File: src/rtl/nand_page_store.sv
module nand_page_store #(
    parameter int PAGES = 4,
    parameter int COLS  = 16
) (
    input  logic                     clk,
    input  logic                     rst_n,
    input  logic [$clog2(PAGES)-1:0] page,
    input  logic [$clog2(COLS)-1:0]  col,
    input  logic                     wr_en,
    input  logic [7:0]               wr_data,
    output logic [7:0]               rd_data
);
    logic [7:0] mem_q [PAGES][COLS];

    assign rd_data = mem_q[page][col];

    // programming can only clear bits
    always_ff @(posedge clk or negedge rst_n) begin
        if (!rst_n) begin
            for (int p = 0; p < PAGES; p++)
                for (int c = 0; c < COLS; c++)
                    mem_q[p][c] <= 8'hFF;
        end else if (wr_en) begin
            mem_q[page][col] <= mem_q[page][col] & wr_data;
        end
    end
endmodule

File: config.mk
export PLATFORM = sky130hd
export DESIGN_NAME = nand_page_store
export DESIGN_NICKNAME = d
export VERILOG_FILES = /design/src/rtl/nand_page_store.sv
export SDC_FILE = /design/constraint.sdc
export NUM_CORES = 1
export LEC_CHECK = 0
export CAP_MARGIN = 20
export CORE_UTILIZATION = 65
export DETAILED_ROUTE_END_ITERATION = 8
export DONT_BUFFER_PORTS = 1
export PLACE_DENSITY = 0.81
export SYNTH_ARGS = -nofsm -noshare
export SYNTH_HDL_FRONTEND = slang
export SYNTH_SLANG_ARGS = --single-unit
File: constraint.sdc
create_clock -name clk -period 3.95 [get_ports clk]
set_input_delay 0.1975 -clock clk [delete_from_list [all_inputs] [get_ports clk]]
set_output_delay 0.1975 -clock clk [all_outputs]
set_load 0.03 [all_outputs]
==> summary.md <==
| Metric | Value |
|---|---|
| Shortest clock period the worst path allows after layout | `3510 ps` |
| Floorplan Core Area | `0.0370 mm2` |
| Count of cells along the worst register-to-register path | `6` |
| Number of gates resized after cts | `0` |
| Die area | `0.0387 mm2` |
| Fraction of final layout cells sized beyond drive strength 1 | `0.522` |
| Pin count of the biggest net entering global routing | `roughly 500` |
| Slew Limit Fails | `0` |
| Routed WL per cell | `between 20 and 30 um` |
| Data arrival, critical path | `3310 ps` |
| Highest-delay cell along the critical path | `sky130_fd_sc_hd__nor4_1` |
| Post-synthesis cell type count | `35` |
| Total power | `between 10 and 15 mW` |
| WP data required | `3750 ps` |
| Total of endpoints with negative setup slack in the final report | `0` |
| Total of flip-flops plus latches after synthesis | `512` |
| Number of design rule violations left after detail routing | `0` |
| Largest registers | `mem_q x512` |
| Num rows | `70` |
| Detail Placement HPWL | `approximately 37000 um` |
| Slack of the worst reg-to-reg path | `around 1100 ps` |
| Total area of multi-input combinational cells | `roughly 0.010 mm2` |
| Clk slew on worst S/H paths | `around 60 ps` |
| Sequential cell area | `0.0135 mm2` |
| Cells along the critical path | `mux4_2, a22oi_1, nand2_1, nor4_1, a41oi_1, buf_4` |
| Post-route ant nets | `0` |
| Number of buffers created by CTS | `52` |
| Share of async-settable or async-resettable flops after synthesis | `1.00` |
| Syn avg cell area | `12.7 um2` |
| Post-synthesis compound-gate area fraction | `0.115` |
| Tightest slew margin relative to the limit | `0.156` |
| First-pass iteration count of the detailed router | `5` |
| Clk_lat worst skew | `620 ps` |
| Predominant post-synthesis flop cell | `sky130_fd_sc_hd__dfstp_2` |
| Count of flip-flops with a built-in enable after synthesis | `0` |
| Starting density of the core | `0.667` |
| Commonest cells post-synth | `sky130_fd_sc_hd__dfstp_2, sky130_fd_sc_hd__nand2_1, sky130_fd_sc_hd__mux2_2, sky130_fd_sc_hd__o31ai_1, sky130_fd_sc_hd__mux2i_1` |
| Worst IR Drop VDD | `about 0.45 mV` |
| Hold Slack | `-512 ps` |
| Post-route clock period utilization | `0.889` |
| Unrepaired setup endpoints after global routing | `false` |
| # Max-Cap Violations | `0` |
| Number of fill cells in the layout | `~2400` |
| Final Hold Viols | `between 300 and 400` |
| Placed cell area | `~0.025 mm2` |
| Total track usage | `0.322` |
| Share of synthesized cell area in full adder, half adder and majority cells | `0` |
| Kind of start point of the critical path | `register` |
| CP Max Fanout | `2` |
| Number of buffers inserted by post-CTS setup repair | `0` |
| Root Driver | `sky130_fd_sc_hd__clkbuf_16` |
| Cells taking the most area after synthesis | `sky130_fd_sc_hd__dfstp_2, sky130_fd_sc_hd__mux2_2, sky130_fd_sc_hd__o31ai_1, sky130_fd_sc_hd__mux4_2, sky130_fd_sc_hd__mux2i_1` |
| Failing checks | `negative hold slack` |
| Cell Area, Synth | `0.0246 mm2` |
| Largest family of logic cells by synthesized area | `multiplexers` |
| Final core utilization | `0.719` |
| Via count normalized by instance count | `around 6.7` |
| Leading area contributor after synthesis | `sky130_fd_sc_hd__dfstp_2` |
| Initial antenna violation count | `0` |
| Slew @ Worst Pin | `roughly 1300 ps` |
| Launch instance of the worst register-to-register path | `mem_q[85]` |
| Crit-path max cell delay | `about 970 ps` |
| Register name with the most flops | `mem_q` |
| Routability-driven placement congestion ratio | `about 0.87` |
| TritonCTS Sinks | `512` |
| Starting DRT DRC Count | `~1500` |
| Static Leakage | `around 10 nW` |
| Capture instance of the worst register-to-register path | `mem_q[469]` |
| Post-synthesis mux area share | `0.227` |
| Via Count | `about 16000` |
| XOR/XNOR Fraction of Synth Area | `0` |
| Die height | `approximately 200 um` |
| Clock Skew | `between 20 and 30 ps` |
| Number of global-route vias before repair | `16200` |
| Quantity of I/O buffers inserted on ports | `0` |
| Die Width | `197 um` |
| Syn Inst Count | `1944` |
| Net count after synthesis | `between 1500 and 2000` |
| Net total in the final layout | `1880` |
| Min-delay worst type | `in -> async` |
| Final WL | `roughly 60000 um` |
| Sequential cell area fraction in the yosys report | `0.546` |
| Area share of the leading cell type in the synthesized netlist | `0.546` |
| Critical path class | `reg -> out` |
| Outcome | `finished with violations` |
| TritonCTS clock tree | `yes` |
| Largest register FFs | `between 500 and 600` |
| Wire length of the first global-routing pass | `about 95000 um` |
| Total negative setup slack | `0 ps` |
| Overflow after GRT | `0` |
| Total number of yosys warnings | `0` |
| Area share of and/or/nand/nor cells after synthesis | `0.0771` |
| Crit path capture type | `output pin` |
| Boundary Pins | `25` |
| Post-route cell area | `around 0.027 mm2` |
| H-Tree Depth | `2` |
| Syn-to-layout area delta | `7.83%` |
| Maximum count of clock buffers along a single path | `3` |
| Max frequency | `0.285 GHz` |
| Top-count cell post-synth | `sky130_fd_sc_hd__dfstp_2` |
| Pwr Density | `414 mW/mm2` |
## worst max-delay path by stage
stage | startpoint | cells past startpoint | to | slack, ps
after global routing | mem_q[181] | 5 | rd_data[5] | 460
after CTS | mem_q[96] | 5 | rd_data[0] | 530
after global placement | page[0] | 6 | rd_data[0] | 1160
after floorplan | page[0] | 8 | rd_data[5] | 1840
final | mem_q[38] | 6 | rd_data[6] | 440
after detailed placement | page[0] | 6 | rd_data[0] | 1100
## area by class of cell
type / instances / area share
timing repair buffer: 40 / 0.0122
tap: 504 / 0.0237
multi-input combinational: 1257 / 0.393
antenna: 1 / 0.0000942
clock inverter: 18 / 0.00650
sequential: 512 / 0.506
clock buffer: 77 / 0.0578
## layout by cell type (no fill, tap or decap), drive strengths merged, types with 9 or more instances in the layout
cell type	count
mux4	64
dfstp	512
buf	40
nand2	331
mux2i	128
o31ai	256
clkbuf	77
nor4	9
nor3	22
a22oi	56
a22o	24
clkinv	13
nand3	17
nor2	24
nand2b	13
and3	10
mux2	256
## routing by layer
metal,GRT usage,part of all wire,routed length (um)
met1,0.442,0.41,24900
met2,0.501,0.47,28400
met4,0.136,0.038,2310
met5,0,0,0
met3,0.0678,0.078,4700
## metrics by stage
stage                     hold slack (ps)  setup WS (ps)  instances
after floorplan                      49.7           1840       1944
after global placement                124           1160       2313
after detailed placement              118           1100       2313
after CTS                            -521            529       2408
after global routing                 -533            461       2408
final                                -512            439       2409
## worst max-delay path: cells and delay by family, from the launching register on
kind            cells  cell delay (ps)
buf+inv             1              250
simple gates        2             1220
mux                 1              480
flops               1              370
compound gates      2              390
## kinds of logic (layout without fill, tap and decap cells)
logic type,count (synthesis),in the layout
DFF,512,512
buffers and inverters,175,135
and+or+nand+nor,441,441
AOI/OAI and AO/OA,368,368
muxes,448,448
other,0,1
## report_power, final
part           total [mW]  switching [mW]  leakage (nW)  internal, mW
Sequential           5.49          0.0495          5.28          5.44
Combinational       0.610           0.376          3.91         0.233
Clock                4.90            2.08         0.851          2.82
Total                11.0            2.50          10.0          8.49
(Power assumes the default switching activity.)
